===== config.mk =====
export PLATFORM = sky130hd
export DESIGN_NAME = pwm_timer_channel
export DESIGN_NICKNAME = d
export VERILOG_FILES = /design/src/rtl/pwm_tmr_pkg.sv /design/src/rtl/pwm_tmr_prescaler.sv /design/src/rtl/pwm_tmr_counter.sv /design/src/rtl/pwm_tmr_pin.sv /design/src/rtl/pwm_timer_channel.sv
export SDC_FILE = /design/constraint.sdc
export NUM_CORES = 1
export LEC_CHECK = 0
export BUFFER_PORTS_ARGS = -buffer_cell sky130_fd_sc_hd__buf_2
export CAP_MARGIN = 20
export CORE_MARGIN = 3
export CORE_UTILIZATION = 45
export CTS_CLUSTER_SIZE = 14
export DETAILED_ROUTE_END_ITERATION = 8
export PLACE_DENSITY = 0.65
export SETUP_SLACK_MARGIN = 0.02
export SYNTH_ARGS = -nofsm -noshare
export SYNTH_HDL_FRONTEND = slang
export SYNTH_SLANG_ARGS = --single-unit

===== constraint.sdc =====
create_clock -name clk -period 7.97 [get_ports clk]
set_input_delay 0.797 -clock clk [delete_from_list [all_inputs] [get_ports clk]]
set_output_delay 0.797 -clock clk [all_outputs]
set_load 0.01 [all_outputs]

===== src/rtl/pwm_tmr_pkg.sv =====
package pwm_tmr_pkg;

    typedef enum logic [1:0] {
        CM_SAW_UP = 2'd0,
        CM_SAW_DN = 2'd1,
        CM_TRI    = 2'd2,
        CM_RSV    = 2'd3
    } cnt_mode_e;

    localparam logic [2:0] RA_CTRL = 3'd0;
    localparam logic [2:0] RA_PER  = 3'd1;
    localparam logic [2:0] RA_CMPA = 3'd2;
    localparam logic [2:0] RA_CMPB = 3'd3;
    localparam logic [2:0] RA_CNT  = 3'd4;
    localparam logic [2:0] RA_PIN  = 3'd5;

    typedef struct packed {
        logic      xfer_crest;
        logic      buf_en;
        logic [2:0] ps_sel;
        cnt_mode_e mode;
        logic      run;
    } ctrl_t;

    typedef struct packed {
        logic       en;
        logic       init_hi;
        logic [1:0] end_act;
        logic [1:0] match_act;
    } pin_cfg_t;

    function automatic logic pin_act(input logic [1:0] act, input logic cur);
        case (act)
            2'b00:   pin_act = cur;
            2'b01:   pin_act = 1'b0;
            2'b10:   pin_act = 1'b1;
            default: pin_act = ~cur;
        endcase
    endfunction

endpackage


===== src/rtl/pwm_tmr_prescaler.sv =====
module pwm_tmr_prescaler #(
    parameter int SEL_W   = 3,
    parameter int MAX_SEL = 5
) (
    input  logic             clk,
    input  logic             rst_n,
    input  logic             run,
    input  logic             start,
    input  logic [SEL_W-1:0] sel,
    output logic             tick
);
    localparam int PRE_W = 2 * MAX_SEL;

    logic [PRE_W-1:0] pre_d, pre_q, lim;
    logic [SEL_W-1:0] eff;

    always_comb begin
        eff   = (sel > SEL_W'(MAX_SEL)) ? SEL_W'(MAX_SEL) : sel;
        lim   = (PRE_W'(1) << (2 * eff)) - PRE_W'(1);
        tick  = run && (pre_q == lim);
        pre_d = pre_q;
        if (start)
            pre_d = '0;
        else if (run)
            pre_d = tick ? '0 : pre_q + PRE_W'(1);
    end

    always_ff @(posedge clk) begin
        if (!rst_n) pre_q <= '0;
        else        pre_q <= pre_d;
    end
endmodule


===== src/rtl/pwm_tmr_counter.sv =====
module pwm_tmr_counter
    import pwm_tmr_pkg::*;
#(
    parameter int CNT_W = 32
) (
    input  logic             clk,
    input  logic             rst_n,
    input  logic             tick,
    input  logic             start,
    input  logic             load,
    input  logic [CNT_W-1:0] load_val,
    input  cnt_mode_e        mode,
    input  logic [CNT_W-1:0] period,
    output logic [CNT_W-1:0] cnt,
    output logic             ev_ovf,
    output logic             ev_udf,
    output logic             ovf_pulse,
    output logic             udf_pulse
);
    typedef struct packed {
        logic [CNT_W-1:0] cnt;
        logic             dir_up;
        logic             ovf;
        logic             udf;
    } st_t;

    st_t s_d, s_q;

    always_comb begin
        s_d    = s_q;
        ev_ovf = 1'b0;
        ev_udf = 1'b0;
        if (tick) begin
            case (mode)
                CM_SAW_DN: begin
                    if (s_q.cnt == '0) begin
                        s_d.cnt = period;
                        ev_udf  = 1'b1;
                    end else begin
                        s_d.cnt = s_q.cnt - CNT_W'(1);
                    end
                end
                CM_TRI: begin
                    if (s_q.dir_up) begin
                        if (s_q.cnt >= period) begin
                            ev_ovf     = 1'b1;
                            s_d.dir_up = 1'b0;
                            s_d.cnt    = (s_q.cnt == '0) ? '0 : s_q.cnt - CNT_W'(1);
                        end else begin
                            s_d.cnt = s_q.cnt + CNT_W'(1);
                        end
                    end else begin
                        if (s_q.cnt == '0) begin
                            ev_udf     = 1'b1;
                            s_d.dir_up = 1'b1;
                            s_d.cnt    = (period == '0) ? '0 : CNT_W'(1);
                        end else begin
                            s_d.cnt = s_q.cnt - CNT_W'(1);
                        end
                    end
                end
                default: begin
                    if (s_q.cnt >= period) begin
                        s_d.cnt = '0;
                        ev_ovf  = 1'b1;
                    end else begin
                        s_d.cnt = s_q.cnt + CNT_W'(1);
                    end
                end
            endcase
        end
        if (load)  s_d.cnt    = load_val;
        if (start) s_d.dir_up = 1'b1;
        s_d.ovf = ev_ovf;
        s_d.udf = ev_udf;
    end

    always_ff @(posedge clk) begin
        if (!rst_n) s_q <= '{cnt: '0, dir_up: 1'b1, ovf: 1'b0, udf: 1'b0};
        else        s_q <= s_d;
    end

    assign cnt       = s_q.cnt;
    assign ovf_pulse = s_q.ovf;
    assign udf_pulse = s_q.udf;
endmodule


===== src/rtl/pwm_tmr_pin.sv =====
module pwm_tmr_pin
    import pwm_tmr_pkg::*;
#(
    parameter int CNT_W = 32
) (
    input  logic             clk,
    input  logic             rst_n,
    input  logic             tick,
    input  logic             start,
    input  logic             run,
    input  logic             cyc_end,
    input  logic [CNT_W-1:0] cnt,
    input  logic [CNT_W-1:0] cmp,
    input  pin_cfg_t         cfg,
    output logic             pin
);
    logic lvl_d, lvl_q;

    always_comb begin
        lvl_d = lvl_q;
        if (start)
            lvl_d = cfg.init_hi;
        else if (tick) begin
            if (cyc_end)
                lvl_d = pin_act(cfg.end_act, lvl_q);
            else if (cnt == cmp)
                lvl_d = pin_act(cfg.match_act, lvl_q);
        end
    end

    always_ff @(posedge clk) begin
        if (!rst_n) lvl_q <= 1'b0;
        else        lvl_q <= lvl_d;
    end

    assign pin = lvl_q && cfg.en && run;
endmodule


===== src/rtl/pwm_timer_channel.sv =====
module pwm_timer_channel
    import pwm_tmr_pkg::*;
#(
    parameter int CNT_W   = 32,
    parameter int SEL_W   = 3,
    parameter int MAX_SEL = 5
) (
    input  logic             clk,
    input  logic             rst_n,
    input  logic             wr_en,
    input  logic [2:0]       wr_addr,
    input  logic [CNT_W-1:0] wr_data,
    output logic [CNT_W-1:0] cnt_o,
    output logic             pin_a_o,
    output logic             pin_b_o,
    output logic             ovf_o,
    output logic             udf_o
);
    localparam int NUM_PINS = 2;

    typedef struct packed {
        ctrl_t                             ctrl;
        logic [CNT_W-1:0]                  per;
        logic [CNT_W-1:0]                  per_buf;
        logic [NUM_PINS-1:0][CNT_W-1:0]    cmp;
        logic [NUM_PINS-1:0][CNT_W-1:0]    cmp_buf;
        pin_cfg_t [NUM_PINS-1:0]           pcfg;
    } regs_t;

    regs_t r_d, r_q;

    logic                tick, start, load, ev_ovf, ev_udf, cyc_end, xfer;
    logic [NUM_PINS-1:0] pin_w;

    assign start = wr_en && (wr_addr == RA_CTRL) && wr_data[0] && !r_q.ctrl.run;
    assign load  = wr_en && (wr_addr == RA_CNT) && !r_q.ctrl.run;

    always_comb begin
        cyc_end = (r_q.ctrl.mode == CM_SAW_DN || r_q.ctrl.mode == CM_TRI) ? ev_udf : ev_ovf;
        if (r_q.ctrl.mode == CM_TRI)
            xfer = r_q.ctrl.buf_en && (r_q.ctrl.xfer_crest ? ev_ovf : ev_udf);
        else
            xfer = r_q.ctrl.buf_en && cyc_end;
    end

    always_comb begin
        r_d = r_q;
        if (xfer) begin
            r_d.per = r_q.per_buf;
            r_d.cmp = r_q.cmp_buf;
        end
        if (wr_en) begin
            case (wr_addr)
                RA_CTRL: begin
                    if (r_q.ctrl.run) begin
                        r_d.ctrl.run = wr_data[0];
                    end else begin
                        r_d.ctrl.run        = wr_data[0];
                        r_d.ctrl.mode       = cnt_mode_e'(wr_data[2:1]);
                        r_d.ctrl.ps_sel     = wr_data[6:4];
                        r_d.ctrl.buf_en     = wr_data[8];
                        r_d.ctrl.xfer_crest = wr_data[9];
                    end
                end
                RA_PER: begin
                    r_d.per_buf = wr_data;
                    if (!r_q.ctrl.buf_en || !r_q.ctrl.run) r_d.per = wr_data;
                end
                RA_CMPA, RA_CMPB: begin
                    r_d.cmp_buf[wr_addr[0]] = wr_data;
                    if (!r_q.ctrl.buf_en || !r_q.ctrl.run) r_d.cmp[wr_addr[0]] = wr_data;
                end
                RA_PIN: begin
                    r_d.pcfg[0] = pin_cfg_t'({wr_data[5], wr_data[4:0]});
                    r_d.pcfg[1] = pin_cfg_t'({wr_data[13], wr_data[12:8]});
                end
                default: ;
            endcase
        end
    end

    always_ff @(posedge clk) begin
        if (!rst_n) r_q <= '0;
        else        r_q <= r_d;
    end

    pwm_tmr_prescaler #(.SEL_W(SEL_W), .MAX_SEL(MAX_SEL)) u_pre (
        .clk   (clk),
        .rst_n (rst_n),
        .run   (r_q.ctrl.run),
        .start (start),
        .sel   (r_q.ctrl.ps_sel),
        .tick  (tick)
    );

    pwm_tmr_counter #(.CNT_W(CNT_W)) u_cnt (
        .clk       (clk),
        .rst_n     (rst_n),
        .tick      (tick),
        .start     (start),
        .load      (load),
        .load_val  (wr_data),
        .mode      (r_q.ctrl.mode),
        .period    (r_q.per),
        .cnt       (cnt_o),
        .ev_ovf    (ev_ovf),
        .ev_udf    (ev_udf),
        .ovf_pulse (ovf_o),
        .udf_pulse (udf_o)
    );

    for (genvar p = 0; p < NUM_PINS; p++) begin : g_pin
        pwm_tmr_pin #(.CNT_W(CNT_W)) u_pin (
            .clk     (clk),
            .rst_n   (rst_n),
            .tick    (tick),
            .start   (start),
            .run     (r_q.ctrl.run),
            .cyc_end (cyc_end),
            .cnt     (cnt_o),
            .cmp     (r_q.cmp[p]),
            .cfg     (r_q.pcfg[p]),
            .pin     (pin_w[p])
        );
    end

    assign pin_a_o = pin_w[0];
    assign pin_b_o = pin_w[1];
endmodule


Yosys cells after proc, flatten, opt, wreduce, memory -nomap -nowiden
Index checks and enable logic that the tools add are counted.
- output and inout port bits: 36
- input port bits: 38
- flip-flop bits (word level): 259
- shifts and indexed selects: 1
- equality and inequality tests: 22
- bitwise logic cells: 4
- $add $sub $neg: 4
- $lt $le $gt $ge: 4
- reduce and logical (&&, ||, !) cells: 38
- muxes and demuxes: 49
- operators with widths (kind ; count):
    32-bit 2-to-1 mux ; 9
    204-bit 2-to-1 mux ; 1
    64-bit 2-to-1 mux ; 3
    64-bit bitwise mux ; 2
    128-bit 2-to-1 mux ; 1
    33-bit 2-to-1 mux ; 2
    32-bit == test ; 2
    32-bit logical NOT ; 2
    32-bit case mux with 2 select lines ; 1
    32-bit by 1-bit adder with 32-bit output (second input constant) ; 1
    32-bit demux with 1-bit select ; 1
    32-bit greater-or-equal comparator ; 1
    32-bit by 1-bit subtractor with 32-bit output (second input constant) ; 1
    1-bit 2-to-1 mux ; 20
    1-bit logical AND ; 13
    12-bit 2-to-1 mux ; 1
    1-bit case mux with 3 select lines ; 4
    10-bit by 1-bit adder with 10-bit output (second input constant) ; 1
    10-bit == test ; 1
    2-bit by 1-bit == test with 1-bit output (second input constant) ; 5
    2-bit == test (second input constant) ; 5
    10-bit 2-to-1 mux ; 1
    2-bit AND reduction ; 5
    1-bit by 4-bit left shift with 10-bit output (first input constant) ; 1
    other kinds (21) ; 38

Longest topological paths before layout
Gate-level depths: netlist (run 1).
- depth after elaboration: 15
- depth in mapped cells: 15
- mapped depth without buffers: 11

Cells and area by module
Synthesis (run 1) repeated with hierarchy kept, for this count alone.
- cells, all modules: 1867
- area total of the unflattened synthesis: 15074.5 um^2
- by module, submodules not included (module ; cells an instance ; seq. area each (um^2) ; instances ; area each (um^2)):
    pwm_timer_channel ; 992 ; 4244.1 ; 1 ; 8573.2
    pwm_tmr_counter ; 655 ; 700.7 ; 1 ; 4708.3
    pwm_tmr_pin ; 69 ; 20.0 ; 2 ; 558.0
    pwm_tmr_prescaler ; 82 ; 200.2 ; 1 ; 676.9

Worst setup path before layout (run 1)
No wires, ideal clock.
- kind: register to register
- from: register u_cnt.s_q, in the netlist u_cnt.cnt[0]
- to: register r_q[195] (netlist bit)
- period minus slack after synthesis: 3.330 ns
- buffers on the path: 4
- library setup time: 0.123 ns
- path slack: 4.640 ns
- data arrival time: 3.208 ns
- stages on the path, launching flop included: 16
- cell sequence: dfxtp_1 -> clkbuf_1 -> inv_1 -> ha_1 -> nand2b_1 -> a2111o_1 -> a31oi_1 -> o211ai_1 -> a21boi_2 -> a21oi_1 -> a32o_1 -> buf_4 -> buf_12 -> buf_6 -> nor3_1 -> nor3_2
- word-level cells in the longest chain between the ends: 12
- elaborated cells on any way between the ends: 19
- classes of those cells: 1 x order compare; 15 x mux; 3 x reduce/logical
- ends and longest elaborated chain (element ; line ; source):
    start, declared ; pwm_tmr_counter.sv:27 ; st_t s_d, s_q;
    start signal, assigned ; pwm_tmr_counter.sv:79 ; if (!rst_n) s_q <= '{cnt: '0, dir_up: 1'b1, ovf: 1'b0, udf: 1'b0};
    32-bit greater-or-equal comparator or 32-bit logical NOT (tied branches) ; -- ;
    1-bit 2-to-1 mux (on tied branches) ; -- ;
    1-bit 2-to-1 mux ; pwm_tmr_counter.sv:44 ; if (s_q.dir_up) begin
    1-bit case mux with 2 select lines ; pwm_tmr_counter.sv:34 ; case (mode)
    1-bit 2-to-1 mux ; pwm_tmr_counter.sv:33 ; if (tick) begin
    1-bit 2-to-1 mux (on tied branches) ; pwm_timer_channel.sv:39, pwm_timer_channel.sv:41 ;
    1-bit logical AND (on tied branches) ; pwm_timer_channel.sv:43, pwm_timer_channel.sv:41 ;
    1-bit 2-to-1 mux * ; pwm_timer_channel.sv:40 ; if (r_q.ctrl.mode == CM_TRI)
    32-bit 2-to-1 mux * ; pwm_timer_channel.sv:48 ; if (xfer) begin
    32-bit 2-to-1 mux ; pwm_timer_channel.sv:67 ; if (!r_q.ctrl.buf_en || !r_q.ctrl.run) r_d.per = wr_data;
    64-bit 2-to-1 mux ; pwm_timer_channel.sv:53 ; case (wr_addr)
    204-bit 2-to-1 mux * ; pwm_timer_channel.sv:52 ; if (wr_en) begin
    end signal, assigned ; pwm_timer_channel.sv:84 ; else r_q <= r_d;
    end, declared ; pwm_timer_channel.sv:30 ; regs_t r_d, r_q;
Every way passes the cells marked *; elsewhere a longest branch is shown, timed or not.
A chain may end at the register's enable or synchronous reset.

Worst setup path in the final report (run 1)
- from: register u_cnt.s_q, in the netlist u_cnt.cnt[0]
- to: register r_q[100] (netlist bit)
- word-level cells in the longest chain between the ends: 13
- elaborated cells on any way between the ends: 20
- classes of those cells: 1 x order compare; 16 x mux; 3 x reduce/logical
- ends and longest elaborated chain (element ; line ; source):
    32-bit greater-or-equal comparator or 32-bit logical NOT (tied branches) ; -- ;
    1-bit 2-to-1 mux (on tied branches) ; -- ;
    1-bit 2-to-1 mux ; pwm_tmr_counter.sv:44 ;
    1-bit case mux with 2 select lines ; pwm_tmr_counter.sv:34 ;
    1-bit 2-to-1 mux ; pwm_tmr_counter.sv:33 ;
    1-bit 2-to-1 mux (on tied branches) ; pwm_timer_channel.sv:39, pwm_timer_channel.sv:41 ;
    1-bit logical AND (on tied branches) ; pwm_timer_channel.sv:43, pwm_timer_channel.sv:41 ;
    1-bit 2-to-1 mux * ; pwm_timer_channel.sv:40 ;
    64-bit 2-to-1 mux * ; pwm_timer_channel.sv:48 ;
    64-bit bitwise mux ; pwm_timer_channel.sv:71 ; if (!r_q.ctrl.buf_en || !r_q.ctrl.run) r_d.cmp[wr_addr[0]] = wr_data;
    64-bit 2-to-1 mux ; pwm_timer_channel.sv:71 ;
    128-bit 2-to-1 mux ; pwm_timer_channel.sv:53 ;
    204-bit 2-to-1 mux * ; pwm_timer_channel.sv:52 ;
Marked as above.

==> results.sh, run 1 <==
export IMPL_fin_cells=2346
export IMPL_multi_input_area_mm2=0.008386
export IMPL_grt_max_degree=97
export IMPL_viasPerCell=6.061
export IMPL_pre_cts_slack_ps=3573
export IMPL_total_power_mw=3.075
export IMPL_cts_resized=0
export IMPL_cp_required_ps=8440
export IMPL_post_place_cells=2294
export IMPL_drtIter0Drc=1597
export IMPL_finish_utilization_pct=49.77
export IMPL_clk_pin_slew_ps=60
export IMPL_path_common_cell="nor3_1"
export IMPL_cts_tree="yes"
export IMPL_die_w_um=186.5
export IMPL_async_flop_share_pct=0
export IMPL_final_cell_mix="nand2_1 (307), nor3_1 (300), dfxtp_1 (259), a21oi_1 (145), o21ai_0 (134)"
export IMPL_worstSetupPathType="flop to flop"
export IMPL_routedWlPerCell_um=21.91
export IMPL_powerDensity_mw_per_mm2=194.3
export IMPL_worst_pin_slew_ps=1152
export IMPL_finalCritPeriodShare_pct=57.17
export IMPL_netlist_cell_type_count=72
export IMPL_endpoint_kind="flop"
export IMPL_drt_first_pass_iters=8
export IMPL_grt_ovfl_total=0
export IMPL_finalHoldViolations=0
export IMPL_place_hpwl_um=33570
export IMPL_grt_usage_pct=28.40
export IMPL_syn_cell_area_mm2=0.01466
export IMPL_synth_cells=1958
export IMPL_core_mm2=0.03180
export IMPL_antenna_found_initial=1
export IMPL_final_common_cell="nand2_1"
export IMPL_min_path_type="flop to flop"
export IMPL_synth_top_family_by_area="simple AND/OR/NAND/NOR gates"
export IMPL_drive_above_1_share_pct=9.314
export IMPL_relSlewSlack_pct=23.22
export IMPL_clock_latency_ps=550
export IMPL_yosysWarnings=0
export IMPL_synth_nets=2042
export IMPL_io_buffer_count=73
export IMPL_num_antenna_cells=0
export IMPL_fin_skew_ps=8.929
export IMPL_ys_seq_area_share_pct=35.37
export IMPL_ys_ff_latch=259
export IMPL_drtAntennaViolNets=0
export IMPL_synthFlopType="dfxtp_1"
export IMPL_regArea_mm2=0.005185
export IMPL_crit_fanout=96
export IMPL_layout_setup_ws_ps=3414
export IMPL_arrival_ps=5030
export IMPL_synth_area_mux_share_pct=0.6828
export IMPL_leakage_nw=5.932
export IMPL_vias=14220
export IMPL_outcome="completed"
export IMPL_fmax_mhz=219.5
export IMPL_postPlaceCellArea_mm2=0.01489
export IMPL_synth_edf_count=0
export IMPL_routed_wl_um=51410
export IMPL_setup_viol=0
export IMPL_synthAdderAreaFrac_pct=3.926
export IMPL_crit_family="compound AO/OA/AOI/OAI gates"
export IMPL_fin_nets=1974
export IMPL_holdBufCountCts=0
export IMPL_ios=74
export IMPL_h_tree_depth=1
export IMPL_path_buf_inv=2
export IMPL_drcViolationCount=0
export IMPL_rsz0062_at_grt="false"
export IMPL_die_area_mm2=0.03478
export IMPL_cts_sinks=259
export IMPL_finalSetupTns_ps=0
export IMPL_syn_avg_cell_area_um2=7.487
export IMPL_period_minus_slack_ps=4556
export IMPL_grt_pass1_wl_um=79090
export IMPL_synth_compound_area_share_pct=16.10
export IMPL_place_gp_congestion=0.9277
export IMPL_synth_xor_area_share_pct=7.109
export IMPL_syn_to_final_growth_pct=7.954
export IMPL_maxCapViolations=0
export IMPL_cp_slowest_cell="buf_4"
export IMPL_postLayoutCellArea_mm2=0.01583
export IMPL_rows=65
export IMPL_irDropWorstVdd_mv=0.1487
export IMPL_fillers=3115
export IMPL_post_cts_setup_buffers=0
export IMPL_cts_root_buf="clkbuf_16"
export IMPL_report_final_slew_viol_count=0
export IMPL_yosys_area_share_simple_pct=28.77
export IMPL_start_util_pct=46.10
export IMPL_startpoint_type="flop"
export IMPL_cts_buffers=29
export IMPL_holdWs_ps=454.6
export IMPL_clock_path_buffers=3
export IMPL_grt_pass1_vias=13340
export IMPL_die_h_um=186.5
export IMPL_worstPathCellList="inv_1 -> ha_1 -> nand2b_1 -> a2111o_1 -> a31oi_1 -> o211ai_1 -> a21boi_2 -> a21oi_1 -> a32oi_4 -> buf_4 -> nor3_1 -> nor3_1"
export IMPL_slowest_delay_ps=780
-- logic make-up (layout without fill, tap and decap cells) --
logic type	Yosys count	after routing
compound gates	400	400
xor+xnor	119	119
fa+ha+maj	46	46
buf+inv	254	207
flops	259	259
mux	10	10
simple gates	870	870
-- area by class of cell --
class	count	share of cell area [%]
Clock buffer	43	5.297
Clock inverter	9	0.6325
Inverter	56	1.344
Multi-Input combinational cell	1445	52.98
Sequential cell	259	32.76
Tap cell	435	3.439
Timing Repair Buffer	99	3.542
-- where the power goes --
part / internal, mW / switching [mW]
Sequential: 1.33 / 0.0395
Combinational: 0.125 / 0.248
Clock: 0.787 / 0.549
Total: 2.24 / 0.836
-- synth_stat cells, drive strengths merged, types with 38 or more instances --
master / number / share of area, %
buf: 67 / 3.2
nand2: 310 / 7.9
clkbuf: 131 / 3.4
xnor2: 42 / 2.5
o21ai: 137 / 4.7
ha: 46 / 3.9
nand2b: 38 / 1.6
inv: 56 / 1.4
nor3: 306 / 11
a21oi: 148 / 5.1
dfxtp: 259 / 35
xor2: 77 / 4.6
nor2: 65 / 1.7
-- path summary, 6_finish.rpt --
kind,start,to,slack [ps],cells after the start
setup / recovery,u_cnt.cnt[0]$_SDFFE_PN0P_,r_q[100]$_SDFF_PN0_,3410,12
hold / removal,r_q[11]$_SDFFE_PN0P_,r_q[11]$_SDFFE_PN0P_,450,2
setup reg to reg,u_cnt.cnt[0]$_SDFFE_PN0P_,r_q[100]$_SDFF_PN0_,3410,12
hold reg to reg,r_q[11]$_SDFFE_PN0P_,r_q[11]$_SDFFE_PN0P_,450,2
-- worst register-to-register path: cells and delay by family (launching register included) --
kind / cells / cell delay [ps]
AO/OA/AOI/OAI: 6 / 1700
adder cells (fa/ha/maj): 1 / 340
buffers and inverters: 2 / 1040
flip-flops: 1 / 750
AND/OR/NAND/NOR: 3 / 650
-- layer usage --
metal | track usage [%] | wire length, um | part of all wire [%] | vias up
met1 | 41.00 | 22270 | 43 | 6738
met4 | 10.90 | 2089 | 4.1 | 2
met5 | 0 | 16 | 0.031 | -
li1 | - | - | - | 6671
met2 | 42.93 | 22120 | 43 | 681
met3 | 4.114 | 4913 | 9.6 | 128
No activity file was read; power rests on OpenSTA's default activity.
==> run 2: changes to the inputs <==
==> constraint.sdc (replaced) <==
create_clock -name clk -period 4.43 [get_ports clk]
set_input_delay 0.443 -clock clk [delete_from_list [all_inputs] [get_ports clk]]
set_output_delay 0.443 -clock clk [all_outputs]
set_load 0.01 [all_outputs]
==> run 2 against run 1 <==
Compared with the run above:
- sequential power increased by 79%
- register-to-register slack got worse by 3000 ps
- sequential share of layout area is 0.36 points lower
- largest cell class unchanged
- setup slack got worse by 3000 ps
- clock power rose by 80%
- final area rose by 1.1%
- core utilization grew 0.55 points
- non-clock buffer count increased by 22
- largest power group unchanged
==> results.sh, run 2 (synthesis gave the netlist of run 1 again) <==
export IMPL_wl_met3_um=5034
export IMPL_vias=14400
export IMPL_holdBufCountCts=0
export IMPL_grt_pass1_vias=13560
export IMPL_finalCritPeriodShare_pct=89.76
export IMPL_cts_buffers=27
export IMPL_routed_wl_um=51680
export IMPL_fin_nets=1994
export IMPL_period_minus_slack_ps=3977
export IMPL_cp_required_ps=4900
export IMPL_viasPerCell=6.095
export IMPL_outcome="completed"
export IMPL_start_util_pct=46.10
export IMPL_grt_pass1_wl_um=79580
export IMPL_dr_max_layer_used="met5"
export IMPL_place_gp_congestion=0.9707
export IMPL_whs_path_depth=3
export IMPL_finalHoldViolations=0
export IMPL_final_common_cell="nand2_1"
export IMPL_core_mm2=0.03180
export IMPL_endpoint_kind="flop"
export IMPL_worst_pin_slew_ps=996.4
export IMPL_place_hpwl_um=35100
export IMPL_fmax_mhz=251.5
export IMPL_seq_power_share_pct=44.1
export IMPL_post_cts_setup_buffers=0
export IMPL_internal_power_mw=4.061
export IMPL_postLayoutCellArea_mm2=0.01600
export IMPL_maxCapViolations=0
export IMPL_cts_sinks=259
export IMPL_drcViolationCount=0
export IMPL_final_cell_mix="nand2_1 (308), nor3_1 (300), dfxtp_1 (259), a21oi_1 (145), o21ai_0 (134)"
export IMPL_crit_fanout=31
export IMPL_leakage_nw=6.048
export IMPL_rsz0062_at_grt="false"
export IMPL_arrival_ps=4440
export IMPL_die_h_um=186.5
export IMPL_p_comb_share_pct=12.6
export IMPL_die_w_um=186.5
export IMPL_startpoint_type="flop"
export IMPL_r2r_end="r_q[134]$_SDFF_PN0_"
export IMPL_ios=74
export IMPL_grt_max_degree=98
export IMPL_reg2regPathDepth=10
export IMPL_grt_usage_pct=28.55
export IMPL_p_sw_mw=1.496
export IMPL_setup_viol=0
export IMPL_drive_above_1_share_pct=10.17
export IMPL_fin_skew_ps=20.71
export IMPL_routedWlPerCell_um=21.88
export IMPL_drt_first_pass_iters=7
export IMPL_cts_tree="yes"
export IMPL_rr_startpoint="u_cnt.cnt[30]$_SDFFE_PN0P_"
export IMPL_die_area_mm2=0.03478
export IMPL_clock_latency_ps=550
export IMPL_clk_pin_slew_ps=60
export IMPL_syn_to_final_growth_pct=9.149
export IMPL_swShare_pct=26.92
export IMPL_finish_utilization_pct=50.32
export IMPL_clock_power_share_pct=43.3
export IMPL_rows=65
export IMPL_wl_met1_um=22570
export IMPL_antenna_found_initial=2
export IMPL_drtIter0Drc=1639
export IMPL_r2r_slack_ps=450
export IMPL_h_tree_depth=1
export IMPL_finalSetupTns_ps=0
export IMPL_worstSetupPathType="flop to flop"
export IMPL_min_from="wr_data[27]"
export IMPL_relSlewSlack_pct=33.43
export IMPL_num_antenna_cells=0
export IMPL_clock_path_buffers=3
export IMPL_io_buffer_count=73
export IMPL_cts_resized=0
export IMPL_cts_root_buf="clkbuf_16"
export IMPL_irDropWorstVdd_mv=0.2280
export IMPL_powerDensity_mw_per_mm2=347.3
export IMPL_grt_ovfl_total=0
export IMPL_report_final_slew_viol_count=0
export IMPL_min_path_type="input pin to flop"
export IMPL_wl_met2_um=22200
export IMPL_postPlaceCellArea_mm2=0.01508
export IMPL_drtAntennaViolNets=0
run 2: cell count changes in the layout (fill, tap and decap cells not counted), sizes merged:
cell    change
buf        +22
inv         +1
clkbuf     -10
bufinv      +3
run 2: worst max-delay path by stage:
stage / cells past startpoint / from / to / slack (ps)
after floorplan: 15 / u_cnt.cnt[0]$_SDFFE_PN0P_ / r_q[195]$_SDFF_PN0_ / 1100
after detailed placement: 10 / u_cnt.cnt[31]$_SDFFE_PN0P_ / r_q[135]$_SDFF_PN0_ / 600
final: 10 / u_cnt.cnt[30]$_SDFFE_PN0P_ / r_q[134]$_SDFF_PN0_ / 450
after global routing: 10 / u_cnt.cnt[31]$_SDFFE_PN0P_ / r_q[134]$_SDFF_PN0_ / 230
after global placement: 10 / u_cnt.cnt[31]$_SDFFE_PN0P_ / r_q[125]$_SDFF_PN0_ / 710
after CTS: 10 / u_cnt.cnt[30]$_SDFFE_PN0P_ / r_q[134]$_SDFF_PN0_ / 540
run 2: per-stage QoR:
| stage | setup slack [ps] | hold slack (ps) | total power, mW | cells |
|---|---|---|---|---|
| after floorplan | 1100 | 432.1 | 2.933 | 1958 |
| after global placement | 708.8 | 438.1 | 3.169 | 2316 |
| after detailed placement | 598.6 | 447.0 | 3.179 | 2316 |
| after CTS | 536.7 | 179.5 | 5.562 | 2362 |
| after global routing | 230.8 | 192.2 | 5.731 | 2362 |
| final | 453.5 | 190.4 | 5.557 | 2362 |
run 2: final cells by class:
class,count,area (um2)
Tap cell,435,544.3
Clock buffer,33,718.2
Multi-Input combinational cell,1445,8379
Sequential cell,259,5185
Clock inverter,13,198.9
Fill cell,3128,15800
Timing Repair Buffer,121,763.2
Inverter,56,212.7
run 2: critical path, cell delays in order, from the launching register on:
cell and delay, ps:
dfxtp_1 590, ha_1 250, nand4_1 140, nor4_1 450
nor3b_1 720, a21boi_2 230, a21oi_1 360, a32o_4 390
buf_4 360, nor3_1 120, nor3_1 240
run 2: power groups by stage:
stage	clock (mW)	combinational, mW	sequential [mW]
5_1_grt	2.52	0.756	2.45
3_5_place_dp	0	0.680	2.50
4_1_cts	2.43	0.684	2.45
6_report	2.41	0.699	2.45
2_1_floorplan	0	0.464	2.47
3_3_place_gp	0	0.671	2.50
run 2: routing by layer:
metal,global-route usage [%],up-vias
li1,-,6728
met1,40.72,6881
met4,10.12,2
met2,43.24,668
met5,0,-
met3,5.373,118
